--- config.mk ---
export PLATFORM = sky130hd
export DESIGN_NAME = gsb_top
export DESIGN_NICKNAME = d
export VERILOG_FILES = /design/src/rtl/gsb_pkg.sv /design/src/rtl/gsb_store.sv /design/src/rtl/gsb_ctrl.sv /design/src/rtl/gsb_top.sv
export SDC_FILE = /design/constraint.sdc
export NUM_CORES = 1
export LEC_CHECK = 0
export ABC_AREA = 1
export BUFFER_PORTS_ARGS = -buffer_cell sky130_fd_sc_hd__buf_2
export CORE_MARGIN = 2
export CORE_UTILIZATION = 40
export CTS_CLUSTER_SIZE = 40
export DETAILED_ROUTE_END_ITERATION = 16
export PLACE_DENSITY = 0.54
export SYNTH_ARGS = -nofsm -noshare
export SYNTH_HDL_FRONTEND = slang
export SYNTH_HIERARCHICAL = 1
export SYNTH_SLANG_ARGS = --single-unit
--- constraint.sdc ---
create_clock -name clk -period 5.8 [get_ports clk]
set_input_delay 1.16 -clock clk [delete_from_list [all_inputs] [get_ports clk]]
set_output_delay 1.16 -clock clk [all_outputs]
set_load 0.02 [all_outputs]
--- src/rtl/gsb_pkg.sv ---
package gsb_pkg;
  parameter int unsigned GSB_AW = 32;
  parameter int unsigned GSB_DW = 32;
  parameter int unsigned GSB_BW = GSB_DW / 8;

  typedef struct packed {
    logic [GSB_AW-1:0] addr;
    logic [GSB_DW-1:0] data;
    logic [GSB_BW-1:0] be;
  } gsb_entry_t;
endpackage

--- src/rtl/gsb_store.sv ---
module gsb_store #(
  parameter int unsigned DEPTH = 16,
  localparam int unsigned IW = $clog2(DEPTH)
) (
  input  logic                clk,
  input  logic                wr_en,
  input  logic [IW-1:0]       wr_idx,
  input  gsb_pkg::gsb_entry_t wr_entry,
  input  logic [IW-1:0]       rd_idx,
  output gsb_pkg::gsb_entry_t rd_entry
);
  gsb_pkg::gsb_entry_t slots [DEPTH];

  always_ff @(posedge clk) begin
    if (wr_en) slots[wr_idx] <= wr_entry;
  end

  assign rd_entry = slots[rd_idx];
endmodule

--- src/rtl/gsb_ctrl.sv ---
module gsb_ctrl #(
  parameter int unsigned DEPTH = 16,
  localparam int unsigned IW = $clog2(DEPTH),
  localparam int unsigned PW = IW + 1,
  localparam int unsigned CW = $clog2(DEPTH + 1)
) (
  input  logic          clk,
  input  logic          rst_n,
  input  logic          st_valid,
  input  logic          commit,
  input  logic          discard,
  input  logic          mem_ready,
  output logic          st_ready,
  output logic          wr_en,
  output logic [IW-1:0] wr_idx,
  output logic [IW-1:0] rd_idx,
  output logic          mem_valid,
  output logic [CW-1:0] occupancy,
  output logic          full,
  output logic          proto_err
);
  // Distance from lo up to hi on the wrapping pointer ring (DEPTH a power of two).
  function automatic logic [PW-1:0] span(input logic [PW-1:0] lo, input logic [PW-1:0] hi);
    return hi - lo;
  endfunction

  logic [PW-1:0] head_q, bound_q, tail_q;
  logic [PW-1:0] committed_cnt, gated_cnt, wr_ptr;
  logic          st_acc, drain_acc, commit_eff, discard_eff, err_q;

  assign committed_cnt = span(head_q, bound_q);
  assign gated_cnt     = span(bound_q, tail_q);
  assign occupancy     = CW'(span(head_q, tail_q));
  assign full          = (occupancy == CW'(DEPTH));
  assign st_ready      = !full;
  assign mem_valid     = (committed_cnt != '0);

  assign st_acc      = st_valid && st_ready;
  assign drain_acc   = mem_valid && mem_ready;
  assign commit_eff  = commit;
  assign discard_eff = discard && !commit;

  // On discard the new store overwrites the first dropped slot.
  assign wr_ptr = discard_eff ? bound_q : tail_q;
  assign wr_en  = st_acc;
  assign wr_idx = wr_ptr[IW-1:0];
  assign rd_idx = head_q[IW-1:0];
  assign proto_err = err_q;

  always_ff @(posedge clk) begin
    if (!rst_n) begin
      head_q  <= '0;
      bound_q <= '0;
      tail_q  <= '0;
      err_q   <= 1'b0;
    end else begin
      head_q  <= head_q + PW'(drain_acc);
      if (commit_eff) bound_q <= tail_q;
      tail_q  <= wr_ptr + PW'(st_acc);
      err_q   <= commit && discard;
    end
  end

  a_r10_occ_bound: assert property (@(posedge clk) disable iff (!rst_n)
    span(head_q, tail_q) <= PW'(DEPTH));

  a_r8_no_overflow: assert property (@(posedge clk) disable iff (!rst_n)
    !st_ready |=> occupancy <= $past(occupancy));

  a_r2_gate_closed: assert property (@(posedge clk) disable iff (!rst_n)
    !mem_valid && !commit |=> !mem_valid);

  a_r9_err_pulse: assert property (@(posedge clk) disable iff (!rst_n)
    commit && discard |=> proto_err && mem_valid);

  a_r6_discard_gated: assert property (@(posedge clk) disable iff (!rst_n)
    discard_eff |=> gated_cnt == PW'($past(st_acc)));

  a_r7_discard_keeps: assert property (@(posedge clk) disable iff (!rst_n)
    discard_eff |=> committed_cnt == $past(committed_cnt) - PW'($past(drain_acc)));

  a_r5_commit_boundary: assert property (@(posedge clk) disable iff (!rst_n)
    commit_eff && st_acc |=> gated_cnt == PW'(1));
endmodule

--- src/rtl/gsb_top.sv ---
module gsb_top #(
  parameter int unsigned DEPTH = 16
) (
  input  logic                         clk,
  input  logic                         rst_n,
  input  logic                         st_valid,
  output logic                         st_ready,
  input  logic [gsb_pkg::GSB_AW-1:0]   st_addr,
  input  logic [gsb_pkg::GSB_DW-1:0]   st_data,
  input  logic [gsb_pkg::GSB_BW-1:0]   st_be,
  input  logic                         commit,
  input  logic                         discard,
  output logic                         mem_valid,
  input  logic                         mem_ready,
  output logic [gsb_pkg::GSB_AW-1:0]   mem_addr,
  output logic [gsb_pkg::GSB_DW-1:0]   mem_data,
  output logic [gsb_pkg::GSB_BW-1:0]   mem_be,
  output logic [$clog2(DEPTH+1)-1:0]   occupancy,
  output logic                         full,
  output logic                         proto_err
);
  localparam int unsigned IW = $clog2(DEPTH);

  logic                wr_en;
  logic [IW-1:0]       wr_idx, rd_idx;
  gsb_pkg::gsb_entry_t wr_entry, rd_entry;

  assign wr_entry = '{addr: st_addr, data: st_data, be: st_be};
  assign mem_addr = rd_entry.addr;
  assign mem_data = rd_entry.data;
  assign mem_be   = rd_entry.be;

  gsb_ctrl #(.DEPTH(DEPTH)) i_ctrl (
    .clk(clk), .rst_n(rst_n), .st_valid(st_valid), .commit(commit),
    .discard(discard), .mem_ready(mem_ready), .st_ready(st_ready),
    .wr_en(wr_en), .wr_idx(wr_idx), .rd_idx(rd_idx), .mem_valid(mem_valid),
    .occupancy(occupancy), .full(full), .proto_err(proto_err)
  );

  gsb_store #(.DEPTH(DEPTH)) i_store (
    .clk(clk), .wr_en(wr_en), .wr_idx(wr_idx), .wr_entry(wr_entry),
    .rd_idx(rd_idx), .rd_entry(rd_entry)
  );
endmodule

==> results by group, run 1 <==
Floorplan
  – Initial Util: 0.403
  – Chip width: 349 um
  – # IOs: 151
  – Core ar.: 118000 um2
  – Full die area: 122000 um2
  – Site Rows: 126
  – Die H: 349 um

CTS
  – # clock sinks: 1104
  – H-tree Lvls: 3
  – Hold_buf cts: 0
  – Longest Clk Path Bufs: 3
  – Setup Fix Bufs, Post-CTS: 0
  – Clock latency on the worst-skew pair: 0.71 ns
  – CTS tree: yes
  – Num CTS Buffers: 117
  – CTS clk-pin slew, worst paths: 0.06 ns
  – Post-cts sizing count: 0
  – CTS Root Cell: clkbuf_16

Worst setup path
  – Max FO, Critical Path: 82
  – Top cell by count, worst path: nand3_1
  – Stages on worst setup path: 6
  – FF-to-FF path depth: 10
  – Buf+Inv Stages, Crit Path: 2
  – Setup crit start: i_ctrl/head_q[1]
  – Worst-path cell chain: buf_4 > nand3_1 > nand3_1 > nand3_1 > nand2_1 > buf_2
  – Worst r2r src: i_ctrl/head_q[1]
  – Worst Path Arrival: 3.69 ns
  – Slowest cell on crit path: dfxtp_4
  – Kind of critical path: flop to primary output
  – Worst path required time: 4.64 ns
  – Critical Path Max Stage Delay: 1.01 ns
  – CP delay by family, top: buffers and inverters
  – Setup crit end kind: primary output
  – Crit start category: flop

Logic synthesis
  – Sequential fraction of the synthesis area: 0.693
  – Synthesis-stage register bit count: 1104
  – Synthesized instance count: 4561
  – Synth Cell Area: 47600 um2
  – Distinct cell type count after synthesis: 25
  – Mean post-synth cell area: 10.4 um2
  – Post-Syn Nets: 4648
  – YS warnings: 6

Outcome
  – Status: finished clean

Global route
  – First-pass GRT wire length: 184000 um
  – Largest net degree at the start of global routing: 197
  – Initial antenna violation count: 13
  – GR Overflow Total: 0
  – GRT Total Usage: 0.199
  – Vias in the first global route: 29600

Min path
  – Hold Crit Depth: 2
  – Hold crit path type: flop to flop
  – Worst Hold Launch: i_ctrl/tail_q[0]

Placement
  – # port buffers: 150
  – RD Place Congestion: 0.746
  – DP Wirelength: 60600 um
  – Place WS: 1.57 ns

Timing
  – Setup Skew: 0.0269 ns
  – RSZ-0062 raised after global routing: false
  – Max Clk Rate: 0.206 GHz
  – Hold Vio Cnt, Final: 0
  – Fin crit share: 0.837
  – Worst Max-Slew Pin Slew: 1.17 ns
  – Final slew viol count: 0
  – Slew margin rel.: 0.217
  – Final setup viols: 0
  – Worst Slack Setup Final: 0.946 ns
  – WHS: 0.490 ns
  – Period minus WS final: 4.85 ns
  – Setup TNS: 0 ns

Detailed routing
  – Initial detailed-routing violation count: 2478
  – First-pass DRT Iterations: 5
  – Vias/cell: 4.86
  – Total Wirelength: 122000 um
  – Drt drc: 0
  – Via count: 30600
  – WL per Instance: 19.3 um
  – Number of routed nets with antenna violations: 0

Power
  – Static Leak: 0.0227 uW
  – Pwr dens: 366 nW/um2
  – Max VDD drop: 0.280 mV

Final layout
  – Syn-to-layout area delta: 12.6%
  – Post-layout nets: 4742
  – Layout cell share with drive strength beyond 1: 0.0831
  – Most frequent cells in the layout: 1464 x nand2_1, 1088 x edfxtp_1, 849 x inv_1, 828 x nand3_1, 150 x buf_2
  – Commonest non-fill, non-tap cell in the layout: nand2_1

Job
  – MaxCap Viol Count: 0
[where the power goes]
part           internal (uW)  leakage [uW]  switching [uW]
clock network           4260       0.00183            3070
logic                    898        0.0109            2300
registers               8990       0.00996            94.0
total                  14200        0.0227            5460
[per-stage QoR]
stage	total power, uW	instance area [um2]	instances	utilization
finish	19600	53600	6298	0.454
global route	20500	53600	6294	0.454
CTS	19800	53500	6292	0.453
detailed placement	12500	49800	6072	0.422
global placement	12500	49800	6072	0.422
floorplan	11500	47600	4561	-
[final timing paths]
path	to	slack (ns)
min	i_ctrl/bound_q[0]	0.49
max	mem_data[28]	0.95
min reg2reg	i_ctrl/bound_q[0]	0.49
max reg2reg	i_store/slots[9][44]	1.55
[sequential cells by signal (all words and copies together), names as in the netlist]
name              count
i_ctrl/bound_q        5
i_ctrl/head_q         5
i_ctrl/proto_err      1
i_ctrl/tail_q         5
i_store/slots      1088
[layer usage]
layer / up-vias / share of wire / global-route usage
li1: 14900 / - / -
met1: 14800 / 0.47 / 0.281
met2: 741 / 0.47 / 0.329
met3: 158 / 0.047 / 0.0260
met4: 6 / 0.019 / 0.0468
met5: - / 0.00028 / 0
[final cells by class]
type,instances,area [um2]
Antenna cell,6,15.0
Clock buffer,151,3120
Clock inverter,69,623
Fill cell,10900,64500
Inverter,854,3240
Multi-Input combinational cell,2372,10300
Sequential cell,1104,33000
Tap cell,1536,1920
Timing Repair Buffer,206,1360
[tightest hold or removal path: stages, from the launching register on]
cell,delay [ns]
dfxtp_1,0.31
inv_1,0.07
a21oi_1,0.06
[synth_stat cells]
cell | instances | share of area
a21oi_1 | 9 | 0.00095
buf_1 | 32 | 0.0025
buf_2 | 104 | 0.011
buf_4 | 23 | 0.0036
buf_6 | 18 | 0.0043
clkbuf_1 | 54 | 0.0043
dfxtp_1 | 16 | 0.0067
edfxtp_1 | 1088 | 0.69
fa_1 | 1 | 0.00042
ha_1 | 12 | 0.0032
inv_1 | 850 | 0.067
inv_2 | 2 | 0.00016
inv_4 | 1 | 0.00013
inv_8 | 1 | 0.00024
nand2_1 | 1464 | 0.12
nand2_2 | 2 | 0.00026
nand2_4 | 3 | 0.00071
nand3_1 | 828 | 0.087
nand3_2 | 2 | 0.00042
nand3b_1 | 2 | 0.00032
nor2_1 | 34 | 0.0027
o21a_1 | 1 | 0.00016
o21ai_0 | 11 | 0.0012
xnor2_1 | 2 | 0.00037
xor2_1 | 1 | 0.00018
[logic make-up after synthesis]
group	after synthesis	synth area share
AND/OR/NAND/NOR	2335	0.207
adder cells (fa/ha/maj)	13	0.00358
buffers and inverters	1085	0.0932
XOR/XNOR	3	0.000552
flip-flops	1104	0.693
AO/OA/AOI/OAI	21	0.00226
(Power assumes the default switching activity.)
==> run 2: changes to the inputs <==
PLACE_DENSITY = 0.56   (was 0.54)
clock period = 4 ns   (was 5.8 ns; I/O delays follow)
==> results by group, run 2 (synthesis results as in run 1) <==
Timing
  – Final setup viols: 0 (unchanged)
  – Worst Slack Setup Final: 0.225 ns (was 0.946 ns)
  – Hold Vio Cnt, Final: 0 (unchanged)
  – Slew margin rel.: 0.305 (was 0.217)
  – RSZ-0062 raised after global routing: false (unchanged)
  – Setup Skew: 0.0375 ns (was 0.0269 ns)
  – Period minus WS final: 3.78 ns
  – WHS: 0.430 ns (was 0.490 ns)
  – Worst Max-Slew Pin Slew: 1.04 ns (was 1.17 ns)
  – Max Clk Rate: 0.265 GHz
  – Setup TNS: 0 ns (unchanged)
  – Fin crit share: 0.944
  – Final slew viol count: 0 (unchanged)

Power
  – Static Leak: 0.0228 uW (was 0.0227 uW)
  – Combinational power share: 0.171 (was 0.163)
  – Seq pwr share: 0.460 (was 0.463)
  – Switching part of the total: 0.284 (was 0.278)
  – NetSw: 8080 uW (was 5460 uW)
  – Power after layout: 28500 uW (was 19600 uW)
  – Max VDD drop: 0.353 mV (was 0.280 mV)
  – Clock network power share: 0.368 (was 0.374)
  – Pwr dens: 527 nW/um2 (was 366 nW/um2)
  – Internal: 20400 uW (was 14200 uW)

Floorplan
  – Die H: 349 um (unchanged)
  – Chip width: 349 um (unchanged)
  – Initial Util: 0.403 (unchanged)
  – Full die area: 122000 um2 (unchanged)
  – Core ar.: 118000 um2 (unchanged)
  – # IOs: 151 (unchanged)
  – Site Rows: 126 (unchanged)

Final layout
  – Layout cell share with drive strength beyond 1: 0.0869 (was 0.0831)
  – Post-layout nets: 4758 (was 4742)
  – Most frequent cells in the layout: 1464 x nand2_1, 1088 x edfxtp_1, 849 x inv_1, 828 x nand3_1, 150 x buf_2 (unchanged)
  – Commonest non-fill, non-tap cell in the layout: nand2_1 (unchanged)
  – Final Cell Area: 54000 um2 (was 53600 um2)
  – Fill cells: 10800 (was 10900)
  – Max reg flops: 1088 (unchanged)
  – Syn-to-layout area delta: 13.6% (was 12.6%)
  – Largest Register: i_store/slots (unchanged)

CTS
  – CTS clk-pin slew, worst paths: 0.05 ns (was 0.06 ns)
  – CTS Root Cell: clkbuf_16 (unchanged)
  – Longest Clk Path Bufs: 3 (unchanged)
  – Num CTS Buffers: 117 (unchanged)
  – Hold_buf cts: 0 (unchanged)
  – # clock sinks: 1104 (unchanged)
  – Clock latency on the worst-skew pair: 0.72 ns (was 0.71 ns)
  – Setup Fix Bufs, Post-CTS: 0 (unchanged)
  – H-tree Lvls: 3 (unchanged)
  – CTS tree: yes (unchanged)

Global route
  – Largest net degree at the start of global routing: 160 (was 197)
  – Met1 GRT Util: 0.284 (was 0.281)
  – Grt met3 use: 0.0279 (was 0.0260)
  – First-pass GRT wire length: 184000 um (about the same)
  – GR Overflow Total: 0 (unchanged)
  – GRT Total Usage: 0.199 (about the same)
  – Initial antenna violation count: 4 (was 13)
  – Met2 usage: 0.321 (was 0.329)
  – GRT Max-Usage Layer: met2 (unchanged)
  – Vias in the first global route: 29400 (was 29600)

Min path
  – Hold crit path type: primary input to flop (was flop to flop)
  – Hold Crit Depth: 3 (was 2)

Detailed routing
  – Initial detailed-routing violation count: 2774 (was 2478)
  – Total Wirelength: 122000 um (about the same)
  – Number of routed nets with antenna violations: 0 (unchanged)
  – Drt drc: 0 (unchanged)
  – First-pass DRT Iterations: 5 (unchanged)
  – Vias/cell: 4.88 (was 4.86)
  – Via count: 30800 (was 30600)
  – WL per Instance: 19.3 um (about the same)

Worst setup path
  – Max FO, Critical Path: 40 (was 82)
  – Worst Path Arrival: 2.98 ns (was 3.69 ns)
  – Kind of critical path: flop to primary output (unchanged)
  – Crit start category: flop (unchanged)
  – FF-to-FF path depth: 12 (was 10)
  – Worst path required time: 3.20 ns (was 4.64 ns)
  – Setup crit end kind: primary output (unchanged)

Outcome
  – Status: finished clean (unchanged)

Placement
  – Dpl cell area: 50200 um2 (was 49800 um2)
  – Place WS: 0.545 ns (was 1.57 ns)
  – # port buffers: 150 (unchanged)
  – DP Wirelength: 61600 um (was 60600 um)
  – RD Place Congestion: 0.752 (was 0.746)

Job
  – MaxCap Viol Count: 0 (unchanged)
[run 2: cell count changes in the layout (fill, tap and decap cells not counted), sizes merged]
cell / before / now
bufbuf: 0 / 2
diode: 6 / 2
bufinv: 11 / 8
clkbuf: 151 / 143
inv: 857 / 858
buf: 206 / 218
clkinvlp: 2 / 3
clkinv: 53 / 65
[run 2: worst max-delay path: stages (launching register included)]
cell and delay [ns]:
dfxtp_4 0.36, buf_4 0.50, buf_4 0.63, nand3_1 0.14, nand3_1 0.25, nand2_1 0.16
buf_2 0.19
[run 2: what timing repair did]
| action | in CTS | in global routing |
|---|---|---|
| gates resized for setup | 4 | 2 |
| pin swaps | 0 | 0 |
| cloned | 2 | 2 |
| endpoints found under the setup margin | 40 | 10 |
[run 2: stage by stage]
stage | instances | util
after global routing | 6311 | 0.458
final | 6311 | 0.458
after CTS | 6307 | 0.457
after floorplan | 4561 | -
after detailed placement | 6084 | 0.425
after global placement | 6084 | 0.425
[run 2: final timing paths]
kind                           to             start  slack [ns]
max                  mem_data[18]  i_ctrl/head_q[2]        0.22
min              i_ctrl/proto_err           discard        0.43
max reg2reg  i_store/slots[13][0]  i_ctrl/head_q[0]        0.57
min reg2reg     i_ctrl/bound_q[0]  i_ctrl/tail_q[0]        0.49
[run 2: routing by layer]
metal / up-vias / part of all wire
li1: 14900 / -
met3: 146 / 0.055
met5: - / 0
met1: 14900 / 0.46
met4: 0 / 0.018
met2: 797 / 0.47
[run 2: power by group through the flow]
stage | combinational [uW] | clock [uW] | sequential (uW)
after floorplan | 3260 | 0 | 13300
after CTS | 4910 | 10700 | 13100
final | 4870 | 10500 | 13100
after global routing | 5450 | 11100 | 13100
after detailed placement | 4830 | 0 | 13300
after global placement | 4800 | 0 | 13300
[run 2: final cells by class]
cell class              count  area [um2]  share of cell area
diodes                      2        5.00           0.0000926
clock buffers             142        3060              0.0567
clock inverters            79         637              0.0118
inverters                 854        3250              0.0602
multi-input cells        2372       10300               0.190
flip-flops and latches   1104       33000               0.611
well taps                1536        1920              0.0356
repair buffers            221        1870              0.0346
repair inverters            1        11.3            0.000208
